## src/rtl/lut_cell.sv

```systemverilog
module lut_cell #(
  parameter int unsigned ADDR_W   = 4,
  parameter logic [1:0]  MODE     = 2'd1,
  parameter logic [(1<<ADDR_W)-1:0] CFG_BITS = '0
) (
  input  logic              clk,
  input  logic              rst_n,
  input  logic [ADDR_W-1:0] sel,
  input  logic              wr_en,
  input  logic              bit_in,
  output logic              rd_bit,
  output logic              tail_bit
);
  localparam int unsigned DEPTH = 1 << ADDR_W;
  localparam logic [1:0] MODE_ROM = 2'd0;
  localparam logic [1:0] MODE_RAM = 2'd1;
  localparam logic [1:0] MODE_SRL = 2'd2;
  localparam bit WRITABLE = (MODE != MODE_ROM);

  logic [DEPTH-1:0] cells;
  logic [DEPTH-1:0] cells_nxt;

  generate
    if (MODE == MODE_RAM) begin : g_ram
      always_comb begin
        cells_nxt      = cells;
        cells_nxt[sel] = bit_in;
      end
    end else if (MODE == MODE_SRL) begin : g_srl
      assign cells_nxt = {cells[DEPTH-2:0], bit_in};
    end else begin : g_rom
      assign cells_nxt = cells;
    end
  endgenerate

  always_ff @(posedge clk or negedge rst_n) begin
    if (!rst_n)
      cells <= CFG_BITS;
    else if (wr_en && WRITABLE)
      cells <= cells_nxt;
  end

  assign rd_bit   = cells[sel];
  assign tail_bit = cells[DEPTH-1];

  generate
    if (MODE == MODE_ROM) begin : g_chk_rom
      AST_ROM_FROZEN: assert property (@(posedge clk) disable iff (!rst_n)
        wr_en |=> $stable(cells));
      AST_ROM_TABLE: assert property (@(posedge clk) disable iff (!rst_n)
        1'b1 |=> cells == CFG_BITS);
    end
    if (MODE == MODE_RAM) begin : g_chk_ram
      AST_RAM_STORE: assert property (@(posedge clk) disable iff (!rst_n)
        wr_en |=> cells[$past(sel)] == $past(bit_in));
      AST_RAM_HOLD: assert property (@(posedge clk) disable iff (!rst_n)
        !wr_en |=> $stable(cells));
    end
    if (MODE == MODE_SRL) begin : g_chk_srl
      AST_SRL_HEAD: assert property (@(posedge clk) disable iff (!rst_n)
        wr_en |=> cells[0] == $past(bit_in));
      AST_SRL_TAIL: assert property (@(posedge clk) disable iff (!rst_n)
        wr_en |=> tail_bit == $past(cells[DEPTH-2]));
      AST_SRL_HOLD: assert property (@(posedge clk) disable iff (!rst_n)
        !wr_en |=> $stable(cells));
    end
  endgenerate
endmodule

```

## config.mk

```make
export PLATFORM = sky130hd
export DESIGN_NAME = lut_cell
export DESIGN_NICKNAME = d
export VERILOG_FILES = /design/src/rtl/lut_cell.sv
export SDC_FILE = /design/constraint.sdc
export NUM_CORES = 1
export LEC_CHECK = 0
export CAP_MARGIN = 20
export CORE_ASPECT_RATIO = 1.25
export CORE_MARGIN = 4
export CORE_UTILIZATION = 45
export CTS_BUF_LIST = sky130_fd_sc_hd__clkbuf_2
export DETAILED_ROUTE_END_ITERATION = 8
export PLACE_DENSITY = 0.75
export SLEW_MARGIN = 25
export SYNTH_ARGS = -nofsm -noshare
export SYNTH_HDL_FRONTEND = slang
export SYNTH_SLANG_ARGS = --single-unit
```

## constraint.sdc

```tcl
create_clock -name clk -period 1.7 [get_ports clk]
set_input_delay 0.255 -clock clk [delete_from_list [all_inputs] [get_ports clk]]
set_output_delay 0.255 -clock clk [all_outputs]
set_load 0.02 [all_outputs]
```

Word level (Yosys, flattened, before mapping) --
Cells that the tools add are included.
Storage, ports and cells: flip-flop bits (word level) 16, logic and storage cells 9
Operators by class: $lt $le $gt $ge 2, reductions and logical operators 1, muxes and demuxes 5
Operator list (count):
- $bwmux 16 | 1
- $lt 4x5->1 const B | 1
- $bmux 1 s4 | 1
- $demux 1 s4 | 1
- $ge 4x1->1 const B | 1
- $mux 1 | 2
- $logic_and 1x1->1 | 1

Longest topological paths before layout --
word-level depth 5, depth in mapped cells 4

Least setup slack after synthesis --
OpenSTA, ideal clock, no wires.
path kind input port to output port, start input sel[0], end output rd_bit, path slack 0.218 ns, cell stages on the path 4, arrival time 1.227 ns, buffers on the path 1, cells stage by stage buf_6 mux4_2 a22oi_2 nand3_1
On the way: longest elaborated chain between the ends 2
Ends and longest elaborated chain:
- start: declaration | RTL line 8 | input logic [ADDR_W-1:0] sel,
- $bmux 1 s4 | RTL line 43 | assign rd_bit = cells[sel];
- $mux 1 (not written as such) | RTL line 43
- end: declaration | RTL line 11 | output logic rd_bit,
No other way between the ends. The select of a mux whose other input is x is not followed.

Worst setup path after layout --
start register cells[0], end output rd_bit
On the way: longest elaborated chain between the ends 2
Ends and longest elaborated chain:
- start: declaration | RTL line 20 | logic [DEPTH-1:0] cells;
- start signal: assignment | RTL line 40 | cells <= cells_nxt;
- $bmux 1 s4 | RTL line 43
- $mux 1 (not written as such) | RTL line 43
No other way between the ends. The select of a mux whose other input is x is not followed.

==> results.toml <==
[pwr]
p_seq_share_pct = 53.8
power_uw = 956
p_sw_uw = 274
p_leak_uw = 0.000428
p_int_uw = 681
p_comb_share_pct = 27.2
vdd_drop_max_v = 0.000530
p_clk_share_pct = 19.0
p_sw_share_pct = 28.7
p_per_area_nw_per_um2 = 950

[clock_network]
tritoncts = "yes"
cts_buffers = 3
cts_max_level = 1
clk_path_buf_depth = 2
insertion_delay_ns = 0.31
cts.sinks = 16
path_clk_slew_ns = 0.17
root_buffer = "clkbuf_2"

[drt]
viasPerCell = 5.63
drt-wirelength-per-cell_um = 15.7
vias = 585
first_pass_iters = 4
drc = 0
wirelength_mm = 1.63
drt_iter0_markers = 5
ant_nets = 0

[placed_design]
portBuffers = 9
place_ws_ns = -0.745
dp_hpwl_mm = 1.22
gp_congestion = 0.786

[job]
drv_cap = 0

[floorplanning]
start_util_pct = 48.0
die_w_um = 47.0
die-area_um2 = 2670
core_region_area_um2 = 1790
dieHeight_um = 56.8
row_count = 17
pin_count = 10

[layout]
finalNetCount = 94
drive_gt1_share_pct = 37.6
largest_reg_flops = 16
largest_register = "cells"
diodes = 0
fin_util_pct = 56.3
nFillCells = 155
top_regs = "cells x16"
synthToLayoutAreaGrowth_pct = 17.4

[setup_path]
reg2reg_to = "cells[15]"
cp_cell_sequence = "mux4_2 -> a22oi_2 -> nand3_1 -> buf_6"
reg2reg_from = "cells[15]"
cp.arrival_ns = 1.59
path_max_fanout = 2
r2r_setup_slack_ns = 0.80
cpPeakStageDelay_ns = 0.46
crit_required_ns = 1.44
start_kind = "register"
reg2reg_depth = 2
slowest_stage = "mux4_2"
path_class = "reg2out"
cp-end-kind = "primary output"

[sta]
worstMarginPinSlew_ns = 0.480
holdWs_ns = 0.233
hold_viol_final = 0
finClkSkew_ns = 0
period_share_pct = 108
finalSetupViolCount = 1
rsz0062_at_grt = "true"
fmax_mhz = 543
setup_tns_ns = -0.141
finalMaxSlewViolations = 0
setup_slack_ns = -0.141
max_slew_margin_pct = 67.9
fin_crit_ns = 1.84

[yosys]
synth_seq_cells = 16
synth_area_um2 = 857
syn_area_per_cell_um2 = 12.1
synth.largest_area_cell = "dfrtp_1"
synthesis.nets = 79
synth.yosys.seq_area_share_pct = 46.7
synth_top_area_share_pct = 46.7
synth.distinct_cells = 15
syn_inst = 71
synth_area_leaders = "dfrtp_1 47%, mux2_2 21%, mux4_2 11%, nor2_1 4.4%, nand3_1 2.3%"
synth_warnings = 0

[global_routing]
overflow = 0
grt_start_max_net_pins = 17
grt_pass1_wl_mm = 2.70
antenna_found_initial = 0
grt_pass1_vias = 594
grtUsageTotal_pct = 14.5

[min_path]
hold_class = "in2async"

[outcome]
violations = "setup timing"
outcome = "complete, but fails checks"
==> logic make-up (layout without fill, tap and decap cells) <==
logic type	Yosys count	count (layout)	synth area share, %
buffers and inverters	5	19	3.50
DFF	16	16	46.7
muxes	20	20	31.5
and+or+nand+nor	29	29	16.8
AOI/OAI and AO/OA	1	1	1.46
==> cells in the mapped netlist, drive strengths merged <==
master   n
nand3b   2
buf      4
nand2    5
nor2    10
dfrtp   16
clkbuf   1
mux4     4
nor3     3
mux2    16
nor3b    1
nand3    4
a22oi    1
nor2b    2
nand2b   2
==> per-layer routing <==
layer	routed length, um	vias to the layer above	track usage, %
met5	0	-	0
met4	36	0	7.51
met3	66	5	3.85
met2	778	10	20.4
met1	750	289	19.8
li1	-	281	-
==> stage by stage <==
stage          cell area [um^2]  std cells
6_report                   1010        104
5_1_grt                    1010        104
4_1_cts                    1000        104
3_5_place_dp                986        100
3_3_place_gp                986        100
2_1_floorplan               857         71
==> critical path: cells and delay by family (launching register included) <==
family	cells	cell delay, ns
multiplexers	1	0.46
flip-flops	1	0.41
AO/OA/AOI/OAI	1	0.16
AND/OR/NAND/NOR	1	0.10
buffers and inverters	1	0.14
==> placed cells by master (no fill, tap or decap) <==
cell type        Yosys  final
nor2_1              10     10
nand2_1              5      5
clkinv_1             0      1
clkbuf_2             0      3
nor3_1               3      3
buf_4                0      6
buf_6                1      1
dlymetal6s2s_1       0      1
a22oi_2              1      1
nand3_1              4      4
clkdlybuf4s50_1      0      5
nor2b_1              2      2
mux2_2              16     16
dlygate4sd2_1        0      2
nand3b_1             2      2
mux4_2               4      4
nor3b_2              1      1
nand2b_1             2      2
dfrtp_1             16     16
==> power groups by stage <==
stage	Sequential (uW)	Clock, uW	Combinational, uW
6_report	514	181	260
5_1_grt	524	196	285
4_1_cts	514	181	265
3_5_place_dp	523	0	263
3_3_place_gp	520	0	257
2_1_floorplan	511	0	174
==> cell type report <==
type,instances,area [um^2],share of cell area (%)
Multi-Input combinational cell,50,427,42.4
Sequential cell,16,400,39.8
Timing Repair Buffer,15,136,13.6
Tap cell,19,23.8,2.36
Clock buffer,3,15.0,1.49
Clock inverter,1,3.75,0.373
==> how the worst max path moves through the flow <==
stage / from / end / slack, ns
detailed placement: sel[0] / rd_bit / -0.74
global route: cells[3] / rd_bit / -0.20
floorplan: sel[0] / rd_bit / 0.22
CTS: cells[0] / rd_bit / -0.14
global placement: sel[0] / rd_bit / -0.75
finish: cells[0] / rd_bit / -0.14
==> timing repair <==
item / in CTS / in global routing
pin swaps: 1 / 0
hold buffers: 0 / 0
hold endpoints to repair: 0 / 0
setup buffers: 0 / 0
gates resized for setup: 8 / 1
cloned: 0 / 0
endpoints found under the setup margin: 1 / 2
(Power assumes the default switching activity.)
